<file path="src/rtl/dramw_pkg.sv">
package dramw_pkg;

   typedef enum logic [2:0] {
      ST_IDLE,
      ST_PRE,
      ST_ROWH,
      ST_R2C,
      ST_CAS,
      ST_REC
   } dramw_state_e;

endpackage

</file>
<file path="src/rtl/dramw_fsm.sv">
module dramw_fsm
   import dramw_pkg::*;
#(
   parameter int WS_W = 2
) (
   input  logic         clk_i,
   input  logic         rst_i,
   input  logic         start_i,
   input  logic         wait_i,
   input  logic [WS_W-1:0] prech_ws_i,
   input  logic [WS_W-1:0] rowh_ws_i,
   input  logic [WS_W-1:0] acc_ws_i,
   output dramw_state_e state_o,
   output dramw_state_e state_n_o,
   output logic         accept_o
);
   localparam int CNT_W = WS_W + 2;

   dramw_state_e state_q, state_n;
   logic [CNT_W-1:0] cnt_q, cnt_n;
   logic [WS_W-1:0]  rowh_q, acc_q;

   // two ticks per wait state, plus an optional extra tick
   function automatic logic [CNT_W-1:0] ticks(input logic [WS_W-1:0] ws, input logic extra);
      return {1'b0, ws, extra};
   endfunction

   assign accept_o = (state_q == ST_IDLE) && start_i;

   always_comb begin
      state_n = state_q;
      cnt_n   = (cnt_q != '0) ? cnt_q - 1'b1 : cnt_q;
      unique case (state_q)
         ST_IDLE: if (start_i) begin
            state_n = ST_PRE;
            cnt_n   = ticks(prech_ws_i, 1'b0);
         end
         ST_PRE: if (cnt_q == '0) begin
            state_n = ST_ROWH;
            cnt_n   = ticks(rowh_q, 1'b0);
         end
         ST_ROWH: if (cnt_q == '0) begin
            state_n = ST_R2C;
            cnt_n   = '0;
         end
         ST_R2C: begin
            state_n = ST_CAS;
            cnt_n   = ticks(acc_q, 1'b1);
         end
         ST_CAS: if (cnt_q == '0) begin
            if (wait_i) begin
               cnt_n = CNT_W'(1);
            end else begin
               state_n = ST_REC;
               cnt_n   = '0;
            end
         end
         ST_REC: begin
            state_n = ST_IDLE;
            cnt_n   = '0;
         end
         default: begin
            state_n = ST_IDLE;
            cnt_n   = '0;
         end
      endcase
   end

   always_ff @(posedge clk_i) begin
      if (rst_i) begin
         state_q <= ST_IDLE;
         cnt_q   <= '0;
         rowh_q  <= '0;
         acc_q   <= '0;
      end else begin
         state_q <= state_n;
         cnt_q   <= cnt_n;
         if (accept_o) begin
            rowh_q <= rowh_ws_i;
            acc_q  <= acc_ws_i;
         end
      end
   end

   assign state_o   = state_q;
   assign state_n_o = state_n;
endmodule

</file>
<file path="src/rtl/dramw_capture.sv">
module dramw_capture #(
   parameter int ADDR_W = 12,
   parameter int DATA_W = 16
) (
   input  logic              clk_i,
   input  logic              rst_i,
   input  logic              accept_i,
   input  logic [ADDR_W-1:0] row_addr_i,
   input  logic [ADDR_W-1:0] col_addr_i,
   input  logic [DATA_W-1:0] wdata_i,
   output logic [ADDR_W-1:0] row_now_o,
   output logic [ADDR_W-1:0] col_q_o,
   output logic [DATA_W-1:0] data_now_o
);
   logic [ADDR_W-1:0] row_q, col_q;
   logic [DATA_W-1:0] data_q;

   always_ff @(posedge clk_i) begin
      if (rst_i) begin
         row_q  <= '0;
         col_q  <= '0;
         data_q <= '0;
      end else if (accept_i) begin
         row_q  <= row_addr_i;
         col_q  <= col_addr_i;
         data_q <= wdata_i;
      end
   end

   // on the accepting edge the fresh values feed the output registers directly
   assign row_now_o  = accept_i ? row_addr_i : row_q;
   assign data_now_o = accept_i ? wdata_i : data_q;
   assign col_q_o    = col_q;
endmodule

</file>
<file path="src/rtl/dramw_pins.sv">
module dramw_pins
   import dramw_pkg::*;
#(
   parameter int ADDR_W       = 12,
   parameter int DATA_W       = 16,
   parameter bit ZERO_IDLE_DQ = 1'b1
) (
   input  logic              clk_i,
   input  logic              rst_i,
   input  dramw_state_e      state_i,
   input  dramw_state_e      state_n_i,
   input  logic [ADDR_W-1:0] row_i,
   input  logic [ADDR_W-1:0] col_i,
   input  logic [DATA_W-1:0] data_i,
   output logic [ADDR_W-1:0] dram_addr_o,
   output logic              ras_n_o,
   output logic              cas_n_o,
   output logic              we_n_o,
   output logic [DATA_W-1:0] dq_o,
   output logic              dq_oe_o,
   output logic              done_o
);
   logic ras_low_n, cas_low_n, we_low_n, oe_n, row_phase_n;

   always_comb begin
      row_phase_n = (state_n_i == ST_PRE) || (state_n_i == ST_ROWH);
      ras_low_n   = (state_n_i == ST_ROWH) || (state_n_i == ST_R2C) ||
                    (state_n_i == ST_CAS)  || (state_n_i == ST_REC);
      cas_low_n   = (state_n_i == ST_CAS);
      // WE skips the first precharge tick (the one entered from idle)
      we_low_n    = ((state_n_i == ST_PRE) && (state_i != ST_IDLE)) ||
                    (state_n_i == ST_ROWH) || (state_n_i == ST_R2C) ||
                    (state_n_i == ST_CAS);
      oe_n        = (state_n_i != ST_IDLE);
   end

   always_ff @(posedge clk_i) begin
      if (rst_i) begin
         dram_addr_o <= '0;
         ras_n_o     <= 1'b1;
         cas_n_o     <= 1'b1;
         we_n_o      <= 1'b1;
         dq_oe_o     <= 1'b0;
         done_o      <= 1'b0;
      end else begin
         dram_addr_o <= row_phase_n ? row_i : col_i;
         ras_n_o     <= ~ras_low_n;
         cas_n_o     <= ~cas_low_n;
         we_n_o      <= ~we_low_n;
         dq_oe_o     <= oe_n;
         done_o      <= (state_n_i == ST_REC);
      end
   end

   generate
      if (ZERO_IDLE_DQ) begin : g_dq_zero
         always_ff @(posedge clk_i) begin
            if (rst_i)     dq_o <= '0;
            else if (oe_n) dq_o <= data_i;
            else           dq_o <= '0;
         end
      end else begin : g_dq_hold
         always_ff @(posedge clk_i) begin
            if (rst_i)     dq_o <= '0;
            else if (oe_n) dq_o <= data_i;
         end
      end
   endgenerate
endmodule

</file>
<file path="src/rtl/dramw_seq.sv">
module dramw_seq
   import dramw_pkg::*;
#(
   parameter int WS_W         = 2,
   parameter int ADDR_W       = 12,
   parameter int DATA_W       = 16,
   parameter bit ZERO_IDLE_DQ = 1'b1
) (
   input  logic              clk_i,
   input  logic              rst_i,
   input  logic              start_i,
   input  logic              wait_i,
   input  logic [WS_W-1:0]   prech_ws_i,
   input  logic [WS_W-1:0]   rowh_ws_i,
   input  logic [WS_W-1:0]   acc_ws_i,
   input  logic [ADDR_W-1:0] row_addr_i,
   input  logic [ADDR_W-1:0] col_addr_i,
   input  logic [DATA_W-1:0] wdata_i,
   output logic [ADDR_W-1:0] dram_addr_o,
   output logic              ras_n_o,
   output logic              cas_n_o,
   output logic              we_n_o,
   output logic [DATA_W-1:0] dq_o,
   output logic              dq_oe_o,
   output logic              done_o
);
   generate
      if (WS_W < 1 || WS_W > 4) begin : g_bad_ws
         $error("dramw_seq: WS_W must be 1..4");
      end
      if (ADDR_W < 1 || DATA_W < 1) begin : g_bad_bus
         $error("dramw_seq: bus widths must be positive");
      end
   endgenerate

   dramw_state_e      state, state_n;
   logic              accept;
   logic [ADDR_W-1:0] row_now, col_q;
   logic [DATA_W-1:0] data_now;

   dramw_fsm #(.WS_W(WS_W)) u_fsm (
      .clk_i      (clk_i),
      .rst_i      (rst_i),
      .start_i    (start_i),
      .wait_i     (wait_i),
      .prech_ws_i (prech_ws_i),
      .rowh_ws_i  (rowh_ws_i),
      .acc_ws_i   (acc_ws_i),
      .state_o    (state),
      .state_n_o  (state_n),
      .accept_o   (accept)
   );

   dramw_capture #(.ADDR_W(ADDR_W), .DATA_W(DATA_W)) u_cap (
      .clk_i      (clk_i),
      .rst_i      (rst_i),
      .accept_i   (accept),
      .row_addr_i (row_addr_i),
      .col_addr_i (col_addr_i),
      .wdata_i    (wdata_i),
      .row_now_o  (row_now),
      .col_q_o    (col_q),
      .data_now_o (data_now)
   );

   dramw_pins #(.ADDR_W(ADDR_W), .DATA_W(DATA_W), .ZERO_IDLE_DQ(ZERO_IDLE_DQ)) u_pins (
      .clk_i       (clk_i),
      .rst_i       (rst_i),
      .state_i     (state),
      .state_n_i   (state_n),
      .row_i       (row_now),
      .col_i       (col_q),
      .data_i      (data_now),
      .dram_addr_o (dram_addr_o),
      .ras_n_o     (ras_n_o),
      .cas_n_o     (cas_n_o),
      .we_n_o      (we_n_o),
      .dq_o        (dq_o),
      .dq_oe_o     (dq_oe_o),
      .done_o      (done_o)
   );
endmodule

</file>
<file path="config.mk">
export PLATFORM = sky130hd
export DESIGN_NAME = dramw_seq
export DESIGN_NICKNAME = d
export VERILOG_FILES = /design/src/rtl/dramw_pkg.sv /design/src/rtl/dramw_fsm.sv /design/src/rtl/dramw_capture.sv /design/src/rtl/dramw_pins.sv /design/src/rtl/dramw_seq.sv
export SDC_FILE = /design/constraint.sdc
export NUM_CORES = 1
export LEC_CHECK = 0
export ABC_AREA = 1
export BUFFER_PORTS_ARGS = -buffer_cell sky130_fd_sc_hd__buf_2
export CAP_MARGIN = 20
export CORE_MARGIN = 8
export CORE_UTILIZATION = 56
export CTS_BUF_LIST = sky130_fd_sc_hd__clkbuf_16
export DETAILED_ROUTE_END_ITERATION = 10
export PLACE_DENSITY = 0.89
export SLEW_MARGIN = 30
export SYNTH_ARGS = -nofsm -noshare
export SYNTH_HDL_FRONTEND = slang
export SYNTH_SLANG_ARGS = --single-unit
</file>
<file path="constraint.sdc">
create_clock -name clk_i -period 3.8 [get_ports clk_i]
set_input_delay 0 -clock clk_i [delete_from_list [all_inputs] [get_ports clk_i]]
set_output_delay 0 -clock clk_i [all_outputs]
set_load 0.02 [all_outputs]
</file>
======== Word level (Yosys, flattened, before mapping) ========
Cells that the tools add are included.
storage, ports and cells
  input port bits ......................... 50
  output and inout bits ................... 33
  ROM bits ................................ 0
  logic and storage cells ................. 59
  memories kept ........................... 0
  latch bits .............................. 0
  memory bits (writable) .................. 0
  flip-flop bits (word level) ............. 84
cells by class
  equal/unequal tests ..................... 9
  add/subtract/negate cells ............... 1
  multiply operators ...................... 0
  $lt $le $gt $ge ......................... 0
  shift operators ......................... 0
  div/mod/pow operators ................... 0
  bitwise gates (word level) .............. 4
  reductions and logical operators ........ 15
  mux-type cells .......................... 16
operators with widths
  kind                                                                    count
  12-bit two-way mux                                                      2
  4-bit two-way mux                                                       5
  4-bit one-hot mux with 5 select lines                                   1
  16-bit two-way mux                                                      1
  3-bit two-way mux                                                       5
  3-bit one-hot mux with 5 select lines                                   1
  3-bit by 2-bit equality test with 1-bit output (second input constant)  4
  3-bit equality test (second input constant)                             3
  1-bit logical OR                                                        7
  3-bit by 1-bit equality test with 1-bit output (second input constant)  2
  3-bit nonzero test                                                      2
  4-bit zero test                                                         1
  1-bit NOT                                                               4
  4-bit nonzero test                                                      1
  4-bit by 1-bit subtractor with 4-bit output (second input constant)     1
  3-bit zero test                                                         1
  1-bit logical AND                                                       2
  2-bit OR reduction                                                      1
  1-bit two-way mux                                                       1

======== Longest topological paths before layout ========
  word-level depth ........................ 9
  depth in mapped cells ................... 11
  mapped depth without buffers ............ 10

======== By module ========
From an unflattened synthesis, not the netlist that was laid out.
unflattened totals
  cells, all modules ...................... 528
  area, all modules ....................... 3617.2 um^2
by module, submodules not included
  module         cells an instance  area each (um^2)  times used
  dramw_capture  286                1752.9            1
  dramw_pins     155                1253.7            1
  dramw_fsm      87                 610.6             1

======== Least setup slack after synthesis ========
OpenSTA, ideal clock, no wires.
  path type ............................... register to register
  start point ............................. reg u_fsm.cnt_q[0]
  end point ............................... reg u_pins.dram_addr_o[1]
  buffers on the path ..................... 1
  data required time ...................... 3685 ps
  cell stages (with the launch flop) ...... 10
  data arrival time ....................... 1401 ps
  setup slack ............................. 2284 ps
  clock period less this slack ............ 1516 ps
  cell sequence ........................... dfxtp_1 inv_1 ha_1 nand2_4 nand2_1 nand3_4 nand3_4 buf_6 a21oi_1 nor2_1
between the ends
  word-level cells in the longest chain between the ends .. 6
  elaborated cells on any way between the ends .. 9
  classes of those cells .................. eq/ne: 2; mux: 5; reduce/logical: 2
RTL lines
  what                                                                                                                     line                                               source
  start: declaration                                                                                                       dramw_fsm.sv:20                                    logic [CNT_W-1:0] cnt_q, cnt_n;
  start signal: assignment                                                                                                 dramw_fsm.sv:77                                    cnt_q <= cnt_n;
  4-bit zero test (*)                                                                                                      dramw_fsm.sv:38, dramw_fsm.sv:42, dramw_fsm.sv:50
  3-bit two-way mux (on tied branches)                                                                                     dramw_fsm.sv:50, dramw_fsm.sv:38, dramw_fsm.sv:42
  3-bit one-hot mux with 5 select lines (*)                                                                                dramw_fsm.sv:33                                    unique case (state_q)
  3-bit by 1-bit equality test with 1-bit output / 3-bit by 2-bit equality test with 1-bit output (equally long branches)  dramw_pins.sv:26                                   row_phase_n = (state_n_i == ST_PRE) || (state_n_i == ST_ROWH);
  1-bit logical OR (*)                                                                                                     dramw_pins.sv:26
  12-bit two-way mux (*)                                                                                                   dramw_pins.sv:46                                   dram_addr_o <= row_phase_n ? row_i : col_i;
  end signal: assignment                                                                                                   dramw_pins.sv:46
  end: declaration                                                                                                         dramw_pins.sv:15                                   output logic [ADDR_W-1:0] dram_addr_o,
Mark *: on every way between the ends. The rest lies on a longest branch, timed or not.
A chain may end at the register's enable or synchronous reset.

======== Final worst setup path ========
  start point ............................. reg u_fsm.state_q[1], in the netlist u_fsm.state_o[1]
  end point ............................... reg u_pins.dram_addr_o[2]
between the ends
  word-level cells in the longest chain between the ends .. 6
  elaborated cells on any way between the ends .. 17
  classes of those cells .................. eq/ne: 6; mux: 8; reduce/logical: 3
RTL lines
  what                                                                                                                     line              source
  start: declaration                                                                                                       dramw_fsm.sv:19   dramw_state_e state_q, state_n;
  start signal: assignment                                                                                                 dramw_fsm.sv:76   state_q <= state_n;
  3-bit two-way mux                                                                                                        dramw_fsm.sv:51   if (wait_i) begin
  3-bit two-way mux                                                                                                        dramw_fsm.sv:50   ST_CAS: if (cnt_q == '0) begin
  3-bit one-hot mux with 5 select lines                                                                                    dramw_fsm.sv:33
  3-bit by 1-bit equality test with 1-bit output / 3-bit by 2-bit equality test with 1-bit output (equally long branches)  dramw_pins.sv:26
  1-bit logical OR                                                                                                         dramw_pins.sv:26
  12-bit two-way mux (*)                                                                                                   dramw_pins.sv:46
Marked as above.

==> metrics <==
critical-path cell list nor2_2, nand2_2, nor2_8, inv_2, o21a_1, a21oi_1, nor2_1; WHS Endpoint u_cap.col_q_o[8]; share of the synthesized area in the top cell type 0.513; critical path arrival 2.39 ns; H-tree depth 3; clock power share 0.270; worst slew pin tran 0.842 ns; vias in the first global route 2,983; critical path required time 4.03 ns; final hold viol count 0; cell depth of the worst hold path 3; die height 92.5 um; combinational fraction of design power 0.399; routability cong. 0.945; Layout Nets 525; synthesized area 3280 sq um; root buf cell clkbuf_16; first-pass GRT wire length 13.6 mm; top cells by count, synth dfxtp_1, nor2_1, a21oi_1; total track usage 0.198; Die Span X 92.5 um; Worst Skew 0.00677 ns; Max stage delay cell, worst path nor2_8; Pleak 0.00204 uW; hold path start col_addr_i[8]; post-CTS sizing 0; count leader, synth dfxtp_1; Post-synth EDFFs 0; Skew-Pair Late Insertion Delay 0.34 ns; cells on worst reg2reg path 7; syn_nets 421; dominant delay contributor by cell family on the critical path simple AND/OR/NAND/NOR gates; Reg-to-Reg Start u_fsm.state_o[1]; io pins 83; flop2flop setup slack 1.63 ns; grt total ovfl 0; min-delay worst type input pin to register; TritonRoute pass-1 iters 4; startpoint types register; Max Root-Sink Buffers 2; Final ANT Viol Nets 0; max incr delay on CP 0.46 ns; Clock Pin Slew Worst Setup and Hold Paths 0.06 ns; CP endpoint kind register; TritonCTS clock tree done; area leader, netlist dfxtp_1; largest net degree at the start of global routing 43; Final period util 0.570; Die Footprint 8560 sq um; antenna violations before repair 2; Avg Vias per Cell 5.14; Flop pwr share 0.331; Period minus WS final 2.17 ns; crit path buf inv count 1; total core area 5780 sq um; DP HPWL 5.31 mm; top cells by area, synth dfxtp_1, a21oi_1, nor2_1; average size of a mapped cell 8.88 sq um; Synth-to-Final Area Change 31.0%; Netlist cell types 34; Synth async-reset ratio 0; Cell Int Power 2280 uW; cell row count 28; FF-to-FF End u_pins.dram_addr_o[2]; sw power 1360 uW; final setup vio count 0; DRC 0; Crit Path Category register to register; TNS Setup 0 ns; cts hold-fix bufs 31; starting density of the core 0.567; MaxCap Viol Count 0; status finished clean; share of layout cells above drive strength 1 0.280; Post-Syn Instances 369; CTS Sinks 84; TritonCTS buffer count 9; Slew Limit Fails 0; DR iter-0 viols 125; Buffers on Ports 82; RSZ-0062 raised after global routing no; PwrDens 850 nW/um^2; f_max 461 MHz; Relative slew margins 0.438; post-synthesis sequential area ratio 0.513; flops & latches, synth 84; via count 2,845; crit path max fanout 42; number of diodes 0; synth warn 0; Routed WL 8.27 mm; Switching Share 0.374; Peak VDD IR 0.479 mV; Power, Total 3650 uW; DR WL/cell 14.9 um; Post-CTS Setup Bufs 0; Top FF cell, synth dfxtp_1
-- sequential cells by signal (all words and copies together) (netlist names) --
name                count
u_cap.data_q           16
u_pins.dq_o            16
u_cap.col_q_o          12
u_cap.row_q            12
u_pins.dram_addr_o     12
u_fsm.cnt_q             4
u_fsm.state_o           3
u_fsm.acc_q             2
u_fsm.rowh_q            2
u_pins.cas_n_o          1
u_pins.done_o           1
u_pins.dq_oe_o          1
u_pins.ras_n_o          1
u_pins.we_n_o           1
-- tightest hold or removal path, stage by stage --
cell	delay [ns]
buf_2	0.08
o21ai_0	0.09
a21oi_1	0.14
-- cells in the final DEF (no fill, tap or decap), types with 4 or more instances in the layout --
cell type / n
a21oi_1: 41
buf_2: 82
clkbuf_16: 9
dfxtp_1: 84
dlygate4sd3_1: 31
inv_1: 39
inv_2: 5
mux2i_1: 16
nand2_1: 21
nand3_1: 17
nor2_1: 48
nor2_2: 4
nor2_4: 4
o21a_1: 12
o21ai_0: 23
or2_2: 12
-- power by group through the flow --
stage	registers (uW)	clock network [uW]	logic, uW
2_1_floorplan	1340	0	1060
3_3_place_gp	1210	0	1370
3_5_place_dp	1220	0	1410
4_1_cts	1210	993	1460
5_1_grt	1230	1020	1620
6_report	1210	984	1460
-- worst max-delay path by stage --
stage	depth (start not counted)	to	startpoint	slack, ns
final	7	u_pins.dram_addr_o[2]	u_fsm.state_o[1]	1.63
after global routing	7	u_pins.dram_addr_o[2]	u_fsm.state_o[1]	1.50
after CTS	7	u_pins.dram_addr_o[2]	u_fsm.state_o[1]	1.62
after detailed placement	7	u_pins.dram_addr_o[2]	u_fsm.state_o[1]	1.68
after global placement	7	u_pins.dram_addr_o[10]	u_fsm.state_o[1]	1.76
after floorplan	9	u_pins.dram_addr_o[1]	u_fsm.cnt_q[0]	2.28
-- logic make-up (layout without fill, tap and decap cells) --
logic type	after synthesis	count (layout)	synth area share
adders and majority gates	2	2	0.00764
muxes	16	16	0.0489
DFF	84	84	0.513
AOI/OAI and AO/OA	82	82	0.139
and+or+nand+nor	120	120	0.194
xor gates and xnor gates	2	2	0.00535
buffers and inverters	63	172	0.0916
-- area by class of cell --
class	instances	area (sq um)
clock buffers	9	225
clock inverters	7	116
fillers	410	1490
inverters	43	161
multi-input cells	222	1290
flip-flops and latches	84	1680
well taps	75	93.8
repair buffers	113	721
-- per-layer routing --
metal  wire [um]  global-route usage  up-vias
met5          18                   0        -
met3         726              0.0672       26
li1            -                   -     1401
met2        4160               0.350      100
met1        3150               0.199     1314
met4         208               0.115        4
-- metrics by stage --
| step | util | cells | hold slack, ns | instance area (sq um) | setup WS (ns) |
|---|---|---|---|---|---|
| after floorplan | - | 369 | 0.135 | 3280 | 2.28 |
| after global placement | 0.630 | 506 | 0.242 | 3640 | 1.76 |
| after detailed placement | 0.630 | 506 | 0.251 | 3640 | 1.68 |
| after CTS | 0.743 | 553 | 0.0170 | 4290 | 1.62 |
| after global routing | 0.743 | 553 | 0.0361 | 4290 | 1.50 |
| final | 0.743 | 553 | 0.0162 | 4290 | 1.63 |
(Power assumes the default switching activity.)
